<file path="src/rtl/gf_array_pkg.sv">
// Package gf_array_pkg
// Shared constants and a behavioural field product used by the checker.
// Assumes field widths of at most GF_MAX_M bits.
package gf_array_pkg;

    localparam int unsigned DEF_M    = 8;
    localparam int unsigned GF_MAX_M = 64;

    typedef logic [GF_MAX_M-1:0] gf_word_t;

    // Shift-and-add product, Horner order from the top coefficient of a.
    function automatic gf_word_t gf_ref_mul(gf_word_t a, gf_word_t b, gf_word_t p, int unsigned m);
        gf_word_t r;
        gf_word_t mask;
        logic     top;
        mask = (m >= GF_MAX_M) ? '1 : ((gf_word_t'(1) << m) - gf_word_t'(1));
        r    = '0;
        for (int i = int'(m) - 1; i >= 0; i--) begin
            top = r[6'(m - 1)];
            r   = (r << 1) & mask;
            if (top)       r = r ^ (p & mask);
            if (a[6'(i)])  r = r ^ (b & mask);
        end
        return r;
    endfunction

endpackage

</file>
<file path="src/rtl/gf_skew.sv">
// Module gf_skew
// Delays bit i of the multiplier by i clock cycles, so that coefficient a_i
// arrives at row i together with the operation it belongs to.
// Assumes M >= 2. Bit 0 passes straight through.
module gf_skew #(
    parameter int unsigned M = 8
) (
    input  logic         clk,
    input  logic         rst_n,
    input  logic [M-1:0] a_in,
    output logic [M-1:0] a_sk
);

    assign a_sk[0] = a_in[0];

    for (genvar i = 1; i < M; i++) begin : g_lane
        logic [i-1:0] sr;

        // Delay line of depth i for coefficient i.
        always_ff @(posedge clk) begin
            if (!rst_n) begin
                sr <= '0;
            end else begin
                sr[0] <= a_in[i];
                for (int d = 1; d < i; d++) begin
                    sr[d] <= sr[d-1];
                end
            end
        end

        assign a_sk[i] = sr[i-1];
    end

endmodule

</file>
<file path="src/rtl/gf_cell.sv">
// Module gf_cell
// One column cell of a row: adds a_i·b(i,j) into column sum j.
// Purely combinational; the register sits in gf_row.
module gf_cell (
    input  logic a_bit,
    input  logic b_bit,
    input  logic c_bit,
    output logic c_nx
);

    // Partial product folded into the column sum.
    always_comb c_nx = c_bit ^ (a_bit & b_bit);

endmodule

</file>
<file path="src/rtl/gf_row.sv">
// Module gf_row
// Accumulation slice of one array row: M cells plus the column-sum and
// valid registers. Sums are cleared for bubbles so idle slots carry zeros.
// Assumes b_row and c_in come from the previous stage's registers.
module gf_row #(
    parameter int unsigned M = 8
) (
    input  logic         clk,
    input  logic         rst_n,
    input  logic         vld_in,
    input  logic         a_bit,
    input  logic [M-1:0] b_row,
    input  logic [M-1:0] c_in,
    output logic [M-1:0] c_q,
    output logic         vld_q
);

    logic [M-1:0] c_nx;

    for (genvar j = 0; j < M; j++) begin : g_col
        gf_cell u_cell (
            .a_bit (a_bit),
            .b_bit (b_row[j]),
            .c_bit (c_in[j]),
            .c_nx  (c_nx[j])
        );
    end

    // Register the column sums and the valid flag of this stage.
    always_ff @(posedge clk) begin
        if (!rst_n) begin
            c_q   <= '0;
            vld_q <= 1'b0;
        end else begin
            c_q   <= vld_in ? c_nx : '0;
            vld_q <= vld_in;
        end
    end

endmodule

</file>
<file path="src/rtl/gf_reduce.sv">
// Module gf_reduce
// Reduction slice of one array row: forms x·b mod P from the current multiple
// and registers it for the next row. It runs beside gf_row from the same input.
// Assumes poly is the field polynomial without its x^M term, held static.
module gf_reduce #(
    parameter int unsigned M = 8
) (
    input  logic         clk,
    input  logic         rst_n,
    input  logic [M-1:0] b_row,
    input  logic [M-1:0] poly,
    output logic [M-1:0] b_q
);

    logic [M-1:0] b_nx;
    logic         b_top;

    assign b_top = b_row[M-1];

    for (genvar j = 0; j < M; j++) begin : g_bit
        if (j == 0) begin : g_low
            // Lowest coefficient only receives the feedback term.
            always_comb b_nx[j] = b_top & poly[j];
        end else begin : g_mid
            // Shifted coefficient plus feedback term.
            always_comb b_nx[j] = b_row[j-1] ^ (b_top & poly[j]);
        end
    end

    // Register the next multiple for the following row.
    always_ff @(posedge clk) begin
        if (!rst_n) begin
            b_q <= '0;
        end else begin
            b_q <= b_nx;
        end
    end

endmodule

</file>
<file path="src/rtl/gf_array_mul.sv">
// Module gf_array_mul
// Fully pipelined M x M GF(2^M) multiplier. Row k adds a_k·(x^k·B mod P) into
// the column sums and, in parallel, produces x^(k+1)·B mod P for row k+1.
// A result emerges M cycles after its operands; one pair per clock.
// Assumes M >= 2, poly[0] = 1 and poly constant while operations are in flight.
module gf_array_mul #(
    parameter int unsigned M = gf_array_pkg::DEF_M
) (
    input  logic         clk,
    input  logic         rst_n,
    input  logic         in_valid,
    input  logic [M-1:0] a_in,
    input  logic [M-1:0] b_in,
    input  logic [M-1:0] poly,
    output logic         out_valid,
    output logic [M-1:0] c_out
);

    logic [M-1:0] a_sk;
    logic [M-1:0] brow [0:M-1];
    logic [M-1:0] acc  [0:M];
    logic         vld  [0:M];

    gf_skew #(.M(M)) u_skew (
        .clk   (clk),
        .rst_n (rst_n),
        .a_in  (a_in),
        .a_sk  (a_sk)
    );

    assign brow[0] = b_in;
    assign acc[0]  = '0;
    assign vld[0]  = in_valid;

    for (genvar k = 0; k < M; k++) begin : g_row
        gf_row #(.M(M)) u_row (
            .clk    (clk),
            .rst_n  (rst_n),
            .vld_in (vld[k]),
            .a_bit  (a_sk[k]),
            .b_row  (brow[k]),
            .c_in   (acc[k]),
            .c_q    (acc[k+1]),
            .vld_q  (vld[k+1])
        );
        if (k < M - 1) begin : g_red
            gf_reduce #(.M(M)) u_red (
                .clk   (clk),
                .rst_n (rst_n),
                .b_row (brow[k]),
                .poly  (poly),
                .b_q   (brow[k+1])
            );
        end
    end

    assign c_out     = acc[M];
    assign out_valid = vld[M];

endmodule

</file>
<file path="config.mk">
export PLATFORM = sky130hd
export DESIGN_NAME = gf_array_mul
export DESIGN_NICKNAME = d
export VERILOG_FILES = /design/src/rtl/gf_array_pkg.sv /design/src/rtl/gf_skew.sv /design/src/rtl/gf_cell.sv /design/src/rtl/gf_row.sv /design/src/rtl/gf_reduce.sv /design/src/rtl/gf_array_mul.sv
export SDC_FILE = /design/constraint.sdc
export NUM_CORES = 1
export LEC_CHECK = 0
export BUFFER_PORTS_ARGS = -buffer_cell sky130_fd_sc_hd__buf_2
export CORE_ASPECT_RATIO = 0.7
export CORE_MARGIN = 3
export CORE_UTILIZATION = 25
export DETAILED_ROUTE_END_ITERATION = 8
export SYNTH_ARGS = -nofsm -noshare
export SYNTH_HDL_FRONTEND = slang
export SYNTH_SLANG_ARGS = --single-unit
export TNS_END_PERCENT = 100
</file>
<file path="constraint.sdc">
create_clock -name clk -period 2.5 [get_ports clk]
set_input_delay 0 -clock clk [delete_from_list [all_inputs] [get_ports clk]]
set_output_delay 0 -clock clk [all_outputs]
set_load 0.05 [all_outputs]
</file>
## Word level (Yosys, flattened, before mapping)

Index checks and enable logic that the tools add are counted.
Widths: inputs -> output; s select.

| word-level totals | value |
|---|---|
| output and inout bits | 9 |
| flip-flop bits (word level) | 156 |
| word-level logic and storage cells | 263 |
| bits of input ports | 27 |

| cells by class | value |
|---|---|
| bitwise gates (word level) | 225 |
| reduce and logical (&&, ||, !) cells | 8 |

Operators by type and width:

| kind | count |
|---|---|
| $and 1x1->1 | 120 |
| $xor 1x1->1 | 105 |
| $reduce_and 2->1 | 8 |

## Logic depth before layout (Yosys ltp)

Gate-level depths: netlist of run 1.

| logic depth | value |
|---|---|
| depth after elaboration | 2 |
| gate-level depth with buffers | 5 |
| mapped depth without buffers | 2 |

## Modules after synthesis

From an unflattened synthesis of run 1, not the netlist that was laid out.

| second synthesis, totals | value |
|---|---|
| cells, all modules | 605 |
| area total of the unflattened synthesis | 5978.2 um^2 |

Modules (own cells, without submodules):

| module | sequential area each (um^2) | times used | area an instance (um^2) | cells an instance |
|---|---|---|---|---|
| gf_reduce | 160.2 | 7 | 346.6 | 38 |
| gf_row | 180.2 | 8 | 237.7 | 18 |
| gf_skew | 560.5 | 1 | 845.8 | 66 |
| gf_cell | 0.0 | 64 | 12.5 | 2 |
| gf_array_mul | 0.0 | 1 | 3.8 | 1 |

## Least setup slack after synthesis of run 1

OpenSTA, ideal clock, no wires.

| timing | value |
|---|---|
| path type | register to register |
| from | reg g_row[3].g_red.u_red.b_q[7] |
| to | reg g_row[4].u_row.c_q[7] |
| cell stages (with the launch flop) | 5 |
| setup time | 0.066 ns |
| data arrival time | 0.806 ns |
| period minus slack after synthesis | 0.873 ns |
| path buffers | 2 |
| setup slack | 1.627 ns |
| data required time | 2.434 ns |
| cell sequence | dfxtp_1 > buf_6 > buf_6 > a21bo_2 > a21oi_2 |

| on the way | value |
|---|---|
| cells in the longest elaborated chain, start to end | 2 |

Ends and longest elaborated chain:

| item | RTL line | RTL |
|---|---|---|
| start, declared | gf_reduce.sv:12 | `output logic [M-1:0] b_q` |
| start signal, assigned | gf_reduce.sv:35 | `b_q <= b_nx;` |
| $and 1x1->1 | gf_cell.sv:12 | `always_comb c_nx = c_bit ^ (a_bit & b_bit);` |
| $xor 1x1->1 | gf_cell.sv:12 |  |
| end signal, assigned | gf_row.sv:35 | `c_q <= vld_in ? c_nx : '0;` |
| end, declared | gf_row.sv:14 | `output logic [M-1:0] c_q,` |

No other way between the ends.
A chain may end at the register's enable or synchronous reset.

## Worst setup path after layout of run 1

| timing | value |
|---|---|
| from | reg g_row[0].g_red.u_red.b_q[7] |
| to | reg g_row[1].g_red.u_red.b_q[2] |

| on the way | value |
|---|---|
| cells in the longest elaborated chain, start to end | 2 |

Ends and longest elaborated chain:

| item | RTL line | RTL |
|---|---|---|
| start, declared | gf_reduce.sv:12 |  |
| start signal, assigned | gf_reduce.sv:35 |  |
| $and 1x1->1 | gf_reduce.sv:26 | `always_comb b_nx[j] = b_row[j-1] ^ (b_top & poly[j]);` |
| $xor 1x1->1 | gf_reduce.sv:26 |  |
| end signal, assigned | gf_reduce.sv:35 |  |
| end, declared | gf_reduce.sv:12 |  |

No other way between the ends.

==> summary.md, run 1 <==
| Metric | Value |
|---|---|
| Status | `finished, final reports clean` |
| Post-route clock period utilization | `0.478` |
| P_leak | `2.66 nW` |
| Largest family of logic cells by synthesized area | `compound AO/OA/AOI/OAI gates` |
| Max-cap viol count | `0` |
| Worst hold path type | `in2reg` |
| Worst-Margin Slew | `0.672 ns` |
| CP Capture Type | `flop` |
| Wire length on met3 | `318 um` |
| Most frequent cells in the layout | `156 x dfxtp_1, 105 x nand3b_1, 95 x a21bo_2` |
| Commonest non-fill, non-tap cell in the layout | `dfxtp_1` |
| Post-Synthesis Cell Area | `6290 sq um` |
| CP peak stage delay | `0.75 ns` |
| P&R area growth vs syn | `16.4%` |
| DR WL met2 | `4710 um` |
| Fill count | `2479` |
| DIE AREA | `27100 sq um` |
| Clk pin slew, worst setup/hold paths | `0.06 ns` |
| Seq/Total Area, Yosys | `0.496` |
| Via count | `4167` |
| CP max FO | `17` |
| Setup TNS | `0 ns` |
| Worst setup path endpoint | `g_row[1].g_red.u_red.b_q[2]` |
| Worst Path Arrival | `1.46 ns` |
| Complex-gate fraction of the synthesized area | `0.258` |
| Port Buffers | `35` |
| Pwr Total | `5.48 mW` |
| Post-Syn Instances | `576` |
| Clock latency on the worst-skew pair | `0.41 ns` |
| Die Span X | `196 um` |
| Pwr Density | `749 nW/um^2` |
| R2R Path Start | `g_row[0].g_red.u_red.b_q[7]` |
| Tmin final | `1.20 ns` |
| Wire length per cell | `12.3 um` |
| Final setup violation count | `0` |
| Max clock buf depth | `2` |
| Post-CTS sizing | `0` |
| Synth warnings | `0` |
| Core area | `24200 sq um` |
| DR vias/cell | `4.42` |
| Pin count of the biggest net entering global routing | `30` |
| CP Class | `reg2reg` |
| Diode count | `0` |
| Met1 WL | `6500 um` |
| Dpl hpwl | `8080 um` |
| Fin cells | `942` |
| Critical Path Start | `g_row[0].g_red.u_red.b_q[7]` |
| Vias in the first global route | `4071` |
| Detailed Routing Iterations Pass 1 | `4` |
| Worst Clk Skew | `0.00764 ns` |
| Critical-path top delay cell | `dfxtp_1` |
| Post-Synth XOR/XNOR Area | `0` |
| DIE HEIGHT | `139 um` |
| Slew Limit Fails | `0` |
| Number of synthesized register bits | `156` |
| Iter 0 DRT Violations | `192` |
| Gr usage total | `0.0909` |
| Worst R2R Path Depth | `2` |
| Crit start category | `flop` |
| CTS Sinks | `156` |
| Critical Path, Cell by Cell | `a21bo_2 > a21oi_1` |
| CP Depth | `2` |
| ANT nets after route | `0` |
| Post-synthesis area per instance | `10.9 sq um` |
| Reg area | `3120 sq um` |
| Placed instance count | `887` |
| Initial antenna violation count | `0` |
| H-tree depth | `4` |
| DR top layer | `met4` |
| RSZ-0062 raised after global routing | `false` |
| Io pins | `36` |
| Worst relative slew slack | `0.551` |
| Worst VDD drop | `0.000395 V` |
| GRT overflow | `0` |
| Root buffer cell | `clkbuf_16` |
| CP top delay family | `flip-flops` |
| Routability Congestion | `0.699` |
| FP Rows | `47` |
| Final Hold Viols | `0` |
| Drt drc | `0` |
| Ratio of cells with drive above 1 in the final layout | `0.293` |
| Unique cell type count in the Yosys netlist | `17` |
| Area share of fa/ha/maj cells after synthesis | `0` |
| Clock tree from TritonCTS | `yes` |
| Syn Nets | `603` |
| F_max | `0.836 GHz` |
| First-pass GRT wire length | `20300 um` |
| Simple-Gate Fraction of Synth Area | `0.176` |
| Total CTS buffers | `17` |
| DRT Wirelength | `11600 um` |
| Area of the multi-input gates | `2730 sq um` |
| Worst R2R End | `g_row[1].g_red.u_red.b_q[2]` |
| Nets | `638` |
| Initial Util | `0.260` |
| Mux cell area share after synthesis | `0` |
| CP Buf/Inv Count | `0` |
| Reg2reg setup slack | `1.30 ns` |
| Critical path required time | `2.76 ns` |
[metrics by stage]
stage                     setup slack (ns)  instance area [sq um]  utilization  hold slack [ns]
after floorplan                       1.63                   6290            -            0.122
after global placement                1.29                   6480        0.268            0.206
after detailed placement              1.26                   6480        0.268            0.208
after CTS                             1.32                   7320        0.303          0.00405
after global routing                  1.22                   7320        0.303           0.0261
final                                 1.30                   7320        0.303           0.0205
[worst min path at each step]
stage             from                          end  slack, ns  depth (start not counted)
4_1_cts          rst_n       u_skew.g_lane[2].sr[0]      0.004                          2
5_1_grt          rst_n       u_skew.g_lane[3].sr[1]       0.03                          2
6_report       b_in[7]  g_row[0].g_red.u_red.b_q[7]       0.02                          3
3_3_place_gp   a_in[5]       u_skew.g_lane[5].sr[0]       0.21                          2
2_1_floorplan  b_in[0]        g_row[0].u_row.c_q[0]       0.12                          1
3_5_place_dp   a_in[2]       u_skew.g_lane[2].sr[0]       0.21                          2
[sequential cells by signal, summed over array words and instances, names as in the netlist]
name	flops
g_row.g_red.u_red.b_q	56
g_row.u_row.c_q	64
g_row.u_row.vld_q	8
u_skew.g_lane.sr	28
[area by class of cell]
type,count,area share
Sequential cell,156,0.427
Multi-Input combinational cell,367,0.373
Timing Repair Buffer,61,0.0585
Clock buffer,17,0.0581
Tap cell,318,0.0543
Clock inverter,15,0.0253
Inverter,8,0.00410
[cells in the mapped netlist, drive strengths merged]
| cell type | instances | area share |
|---|---|---|
| and3 | 8 | 0.0080 |
| and2 | 37 | 0.037 |
| nand3b | 105 | 0.13 |
| a21bo | 105 | 0.17 |
| dfxtp | 156 | 0.50 |
| a21oi | 105 | 0.091 |
| clkbuf | 3 | 0.0020 |
| buf | 42 | 0.063 |
| inv | 8 | 0.0048 |
| nand2 | 7 | 0.0058 |
[layer usage]
metal  track usage  vias to the layer above
met5             0                        -
met4        0.0259                        0
met3        0.0255                        2
met2         0.130                       44
met1         0.133                     2033
li1              -                     2088
[power breakdown]
part | internal [mW] | switching [mW] | total (mW)
logic | 0.127 | 0.101 | 0.228
clock network | 1.59 | 1.05 | 2.64
registers | 2.55 | 0.0693 | 2.61
[logic make-up (layout without fill, tap and decap cells)]
group                  Yosys count  count (layout)
buffers and inverters           53             101
and+or+nand+nor                157             157
AOI/OAI and AO/OA              210             210
DFF                            156             156
[tightest hold or removal path: stages]
cell and delay, ns:
buf_2 0.20, nand3b_1 0.12, a21oi_1 0.06
[timing repair]
action | CTS | global route
endpoints found under the hold margin | 68 | 0
hold buffers | 23 | 0
setup buffers | 0 | 0
Power figures use the tool's default switching activity.
==> inputs of run 2 (changes only) <==
==> constraint.sdc (replaced) <==
create_clock -name clk -period 1 [get_ports clk]
set_input_delay 0 -clock clk [delete_from_list [all_inputs] [get_ports clk]]
set_output_delay 0 -clock clk [all_outputs]
set_load 0.05 [all_outputs]
==> run 2 against run 1 <==
Effect of this change:
- the flow now finishes with violations (negative hold slack)
- final area grew 4.9%
- power increased to 2.5 times the previous value
- flip-flop and latch count did not move
- sequential power increased by 150%
- non-clock buffer count is 17 higher
- via count grew 0.72%
- clock skew is 0.0033 ns higher
- cell count is 1.8% higher
- register-to-register slack worse by 1.2 ns
- utilization rose by 1.5 points
- first-iteration DRC count is 4.7% lower
- worst hold slack got worse by 0.035 ns
- largest cell class unchanged
==> summary.md, run 2 (synthesized netlist as in run 1, its figures left out) <==
| Metric | Value |
|---|---|
| # Post-CTS Setup Buffers | `0 (unchanged)` |
| Worst Path Arrival | `0.93 ns (-0.53 ns)` |
| Total CTS buffers | `17 (unchanged)` |
| Initial antenna violation count | `0 (unchanged)` |
| DIE AREA | `27100 sq um (unchanged)` |
| Iter 0 DRT Violations | `183 (-4.7%)` |
| CP Buf/Inv Count | `1 (+1)` |
| CP peak stage delay | `0.33 ns (-0.42 ns)` |
| DR vias/cell | `4.38 (-1.1%)` |
| F_max | `1.07 GHz` |
| Failing checks | `negative hold slack` |
| First-pass GRT wire length | `20700 um (+1.9%)` |
| Worst hold path type | `in2reg` |
| Clock power share | `0.484 (+0.002)` |
| Slew Limit Fails | `0 (unchanged)` |
| Comb power frac | `0.054 (+0.012)` |
| Worst relative slew slack | `0.762 (+0.211)` |
| Gr usage total | `0.0923 (+0.00132)` |
| FP Rows | `47 (unchanged)` |
| Post-route clock period utilization | `0.934` |
| Routability Congestion | `0.696 (-0.34%)` |
| Root buffer cell | `clkbuf_16` |
| DIE HEIGHT | `139 um (unchanged)` |
| Max clock buf depth | `2 (unchanged)` |
| Tmin final | `0.934 ns` |
| Largest Register | `g_row.u_row.c_q` |
| Final setup violation count | `0 (unchanged)` |
| Clock tree from TritonCTS | `yes` |
| Detailed Routing Iterations Pass 1 | `4 (unchanged)` |
| Initial Util | `0.260 (unchanged)` |
| Wire length per cell | `11.9 um (-3.4%)` |
| Io pins | `36 (unchanged)` |
| Clock latency on the worst-skew pair | `0.41 ns (about the same)` |
| Worst Clk Skew | `0.0110 ns (+0.00331 ns)` |
| Diode count | `0 (unchanged)` |
| Nets | `655 (+2.7%)` |
| CP top delay family | `flip-flops` |
| Critical Path, Cell by Cell | `buf_4` |
| Final Hold Viols | `2 (+2)` |
| Die Span X | `196 um (unchanged)` |
| Clk pin slew, worst setup/hold paths | `0.07 ns (about the same)` |
| Commonest non-fill, non-tap cell in the layout | `dfxtp_1` |
| Fill count | `2439 (-1.6%)` |
| CP Class | `reg2out` |
| Critical-path top delay cell | `dfxtp_1` |
| P_leak | `2.80 nW (+5.4%)` |
| DRT Wirelength | `11400 um (-1.6%)` |
| Largest regs | `g_row.u_row.c_q: 64 flops, g_row.g_red.u_red.b_q: 56 flops, u_skew.g_lane.sr: 28 flops` |
| Dpl hpwl | `7740 um (-4.2%)` |
| Crit start category | `flop` |
| Ratio of cells with drive above 1 in the final layout | `0.306 (+0.0125)` |
| CP Capture Type | `output pin` |
| Max-cap viol count | `0 (unchanged)` |
| Internal Power | `10.8 mW (+150%)` |
| Sw Share | `0.227 (+0.00426)` |
| Setup TNS | `0 ns (unchanged)` |
| Core Util, Final | `0.318 (+0.0149)` |
| Port Buffers | `35 (unchanged)` |
| Part of the power in registers | `0.462 (-0.015)` |
| CTS Sinks | `156 (unchanged)` |
| P&R area growth vs syn | `22.1%` |
| Critical path required time | `1.00 ns (-1.76 ns)` |
| Pwr Density | `1820 nW/um^2 (+140%)` |
| Vias in the first global route | `4252 (+4.4%)` |
| Hold WS | `-0.0141 ns (-0.0346 ns)` |
| Worst VDD drop | `0.00105 V (+170%)` |
| Via count | `4197 (+0.72%)` |
| ANT nets after route | `0 (unchanged)` |
| Max reg flops | `64 (unchanged)` |
| Status | `finished with violations` |
| RSZ-0062 raised after global routing | `false` |
| Switching pwr | `3.17 mW (+160%)` |
| GRT overflow | `0 (unchanged)` |
| CP max FO | `1 (-16)` |
| Most frequent cells in the layout | `156 x dfxtp_1, 105 x nand3b_1, 95 x a21bo_2` |
| Worst-Margin Slew | `0.357 ns (-0.316 ns)` |
| Core area | `24200 sq um (unchanged)` |
| H-tree depth | `4 (unchanged)` |
| Pin count of the biggest net entering global routing | `50 (+67%)` |
| Drt drc | `0 (unchanged)` |
[run 2: cell count changes in the layout (fill, tap and decap cells not counted), sizes merged]
cell / before / now
clkinv: 5 / 1
inv: 13 / 18
buf: 38 / 51
dlygate4sd3: 23 / 27
clkinvlp: 2 / 1
[run 2: cell type report]
type	count	area, sq um	area share
timing repair buffer	78	778	0.101
sequential	156	3120	0.407
inverter	8	30.0	0.00391
tap	318	398	0.0518
clock inverter	15	195	0.0254
multi-input combinational	367	2730	0.356
clock buffer	17	425	0.0554
[run 2: repair_timing]
action / in CTS / in global routing
setup endpoints to repair: 9 / 3
endpoints found under the hold margin: 81 / 0
hold buffers: 29 / 0
gates resized for setup: 9 / 0
[run 2: stage by stage]
step           total power [mW]  instance area (sq um)  instances  worst slack (ns)  hold WS, ns
2_1_floorplan              7.08                   6290        576             0.127        0.122
3_3_place_gp               7.26                   6770        901            0.0915        0.205
3_5_place_dp               7.28                   6770        901            0.0811        0.208
4_1_cts                    14.2                   7710        962           0.00934      0.00115
5_1_grt                    14.6                   7680        959           0.00683      0.00779
6_report                   14.0                   7680        959            0.0661      -0.0141
[run 2: per-layer routing]
metal / share of wire / vias to the layer above / GRT usage
li1: - / 2125 / -
met1: 0.54 / 2018 / 0.130
met2: 0.42 / 43 / 0.136
met3: 0.028 / 11 / 0.0248
met4: 0.011 / 0 / 0.0315
met5: 0 / - / 0
[run 2: power groups by stage]
stage / Clock (mW) / Combinational [mW] / Sequential [mW]
3_3_place_gp: 0 / 0.667 / 6.59
3_5_place_dp: 0 / 0.679 / 6.60
2_1_floorplan: 0 / 0.523 / 6.56
6_report: 6.75 / 0.755 / 6.46
5_1_grt: 7.24 / 0.850 / 6.48
4_1_cts: 6.97 / 0.774 / 6.46
[run 2: final timing paths]
check / cells after the start / endpoint / slack (ns) / startpoint
max: 1 / c_out[7] / 0.07 / g_row[7].u_row.c_q[7]
min: 3 / u_skew.g_lane[3].sr[0] / -0.01 / rst_n
max reg2reg: 3 / g_row[3].u_row.c_q[5] / 0.10 / u_skew.g_lane[3].sr[2]
min reg2reg: 1 / u_skew.g_lane[5].sr[2] / 0.43 / u_skew.g_lane[5].sr[1]
==> inputs of run 3 (changes only) <==
--- a/config.mk
+++ b/config.mk
@@ -10,6 +10,7 @@
 export CORE_MARGIN = 3
 export CORE_UTILIZATION = 25
 export DETAILED_ROUTE_END_ITERATION = 8
+export HOLD_SLACK_MARGIN = 0.05
 export SYNTH_ARGS = -nofsm -noshare
 export SYNTH_HDL_FRONTEND = slang
 export SYNTH_SLANG_ARGS = --single-unit
==> constraint.sdc (replaced) <==
create_clock -name clk -period 1.1 [get_ports clk]
set_input_delay 0.22 -clock clk [delete_from_list [all_inputs] [get_ports clk]]
set_output_delay 0.22 -clock clk [all_outputs]
set_load 0.05 [all_outputs]
==> run 3 against run 2 <==
Effect of this change:
- the run ends with negative setup slack left
- flip-flop and latch count is the same
- combinational power is 15% lower
- clock-buffer cell count did not move
- via count grew 0.36%
- routed wire length up 0.45%
- cell count decreased by 1.0%
- power fell by 13%
- critical path type unchanged
- critical endpoint is now c_out[5]
- highest routed layer unchanged
==> summary.md, run 3 (synthesized netlist as in run 1, its figures left out) <==
| Metric | Value |
|---|---|
| Die Span X | `196 um (unchanged)` |
| Initial Util | `0.260 (unchanged)` |
| Ratio of cells with drive above 1 in the final layout | `0.330 (+0.0239)` |
| CP peak stage delay | `0.33 ns (about the same)` |
| Largest regs | `g_row.u_row.c_q: 64 flops, g_row.g_red.u_red.b_q: 56 flops, u_skew.g_lane.sr: 28 flops` |
| Worst R2R Path Depth | `3 (unchanged)` |
| Gr usage total | `0.0897 (-0.00252)` |
| CTS Sinks | `156 (unchanged)` |
| Nets | `645 (-1.5%)` |
| RSZ-0062 raised after global routing | `true` |
| Worst-Margin Slew | `0.368 ns (+0.0110 ns)` |
| Largest Register | `g_row.u_row.c_q` |
| Worst Path Arrival | `0.90 ns (-0.03 ns)` |
| Pwr Total | `12.2 mW (-13%)` |
| Fin cells | `949 (-1.0%)` |
| CP Buf/Inv Count | `1 (unchanged)` |
| DP Worst Slack | `-0.0655 ns (-0.147 ns)` |
| F_max | `0.891 GHz` |
| Worst hold start | `b_in[6]` |
| R2R Path Start | `u_skew.g_lane[6].sr[5]` |
| Total CTS buffers | `17 (unchanged)` |
| CP top delay family | `flip-flops` |
| Max-cap viol count | `0 (unchanged)` |
| Critical path required time | `0.88 ns (-0.12 ns)` |
| Area after DPL | `6700 sq um (-1.1%)` |
| Crit start category | `flop` |
| Drt drc | `0 (unchanged)` |
| Pin count of the biggest net entering global routing | `32 (-36%)` |
| DIE AREA | `27100 sq um (unchanged)` |
| Via count | `4212 (+0.36%)` |
| Pwr Density | `1620 nW/um^2 (-11%)` |
| DR vias/cell | `4.44 (+1.4%)` |
| Routability Congestion | `0.698 (+0.24%)` |
| # Post-CTS Setup Buffers | `0 (unchanged)` |
| Commonest non-fill, non-tap cell in the layout | `dfxtp_1` |
| Port Buffers | `35 (unchanged)` |
| Slew Limit Fails | `0 (unchanged)` |
| Most frequent cells in the layout | `147 x dfxtp_1, 105 x nand3b_1, 95 x a21bo_2` |
| DIE HEIGHT | `139 um (unchanged)` |
| Clk pin slew, worst setup/hold paths | `0.07 ns (about the same)` |
| Post-route clock period utilization | `1.02` |
| Hold path cells | `2 (-1)` |
| Wire length per cell | `12.1 um (+1.5%)` |
| Status | `finished with violations` |
| Core area | `24200 sq um (unchanged)` |
| CP max FO | `1 (unchanged)` |
| First-pass GRT wire length | `20100 um (-2.9%)` |
| Placed instance count | `903 (+0.22%)` |
| Worst hold path type | `in2reg` |
| Initial antenna violation count | `0 (unchanged)` |
| Worst VDD drop | `0.000994 V (-5.3%)` |
| Reg2reg setup slack | `0.19 ns (+0.09 ns)` |
| Clock tree from TritonCTS | `yes` |
| P_leak | `2.73 nW (-2.5%)` |
| CP Capture Type | `output pin` |
| Worst Clk Skew | `0.0113 ns (+0.000362 ns)` |
| Core Util, Final | `0.311 (-0.00714)` |
| Fin area | `7510 sq um (-2.2%)` |
| ANT nets after route | `0 (unchanged)` |
| Diode count | `0 (unchanged)` |
| Final setup violation count | `9 (+9)` |
| Setup TNS | `-0.155 ns (-0.155 ns)` |
| Max clock buf depth | `2 (unchanged)` |
| Worst R2R End | `g_row[6].u_row.c_q[2]` |
| Final worst slack | `-0.0224 ns (-0.0885 ns)` |
| Iter 0 DRT Violations | `235 (+28%)` |
| P&R area growth vs syn | `19.4%` |
| Critical Path, Cell by Cell | `buf_6` |
| Vias in the first global route | `4064 (-4.4%)` |
| GRT overflow | `0 (unchanged)` |
| Detailed Routing Iterations Pass 1 | `5 (+1)` |
| FP Rows | `47 (unchanged)` |
| Failing checks | `negative setup slack` |
| Hold WS | `0.0746 ns (+0.0887 ns)` |
| Max reg flops | `64 (unchanged)` |
| H-tree depth | `4 (unchanged)` |
| Critical-path top delay cell | `dfxtp_2` |
| Tmin final | `1.12 ns` |
| Final Hold Viols | `0 (-2)` |
| CP Class | `reg2out` |
| CP Depth | `1 (unchanged)` |
| Hold endpoint | `g_row[0].u_row.c_q[6]` |
| Clock latency on the worst-skew pair | `0.42 ns (about the same)` |
| Critical Path Start | `g_row[7].u_row.c_q[5]` |
| Io pins | `36 (unchanged)` |
| DRT Wirelength | `11400 um (+0.45%)` |
| Dpl hpwl | `8230 um (+6.3%)` |
| Root buffer cell | `clkbuf_16` |
| Worst relative slew slack | `0.754 (-0.00736)` |
-- run 3: routing by layer --
| metal | share of wire | global-route usage |
|---|---|---|
| met3 | 0.036 | 0.0238 |
| met5 | 0 | 0 |
| met4 | 0.0083 | 0.0304 |
| met1 | 0.53 | 0.127 |
| met2 | 0.42 | 0.132 |
-- run 3: layout make-up --
type	instances	area [sq um]
fillers	2470	16700
inverters	8	30.0
multi-input cells	367	2730
clock inverters	15	149
flip-flops and latches	156	3130
repair buffers	68	641
clock buffers	17	425
well taps	318	398
-- run 3: how the worst max path moves through the flow --
| stage | end | slack [ns] |
|---|---|---|
| 6_report | c_out[5] | -0.02 |
| 5_1_grt | c_out[5] | -0.07 |
| 4_1_cts | c_out[5] | -0.06 |
| 3_5_place_dp | g_row[0].u_row.c_q[0] | -0.07 |
| 3_3_place_gp | g_row[0].u_row.c_q[5] | -0.04 |
| 2_1_floorplan | g_row[4].u_row.c_q[7] | 0.23 |
-- run 3: timing repair --
action                                 in CTS  in global routing
setup endpoints to repair                   9                  9
endpoints found under the hold margin      14                  0
hold buffers                               14                  0
cloned                                      0                  0
resized for setup                          30                  4
-- run 3: report_power, final --
group / switching (mW) / internal (mW) / total, mW
Sequential: 0.0841 / 5.78 / 5.87
Clock: 2.48 / 3.19 / 5.66
Combinational: 0.312 / 0.333 / 0.645
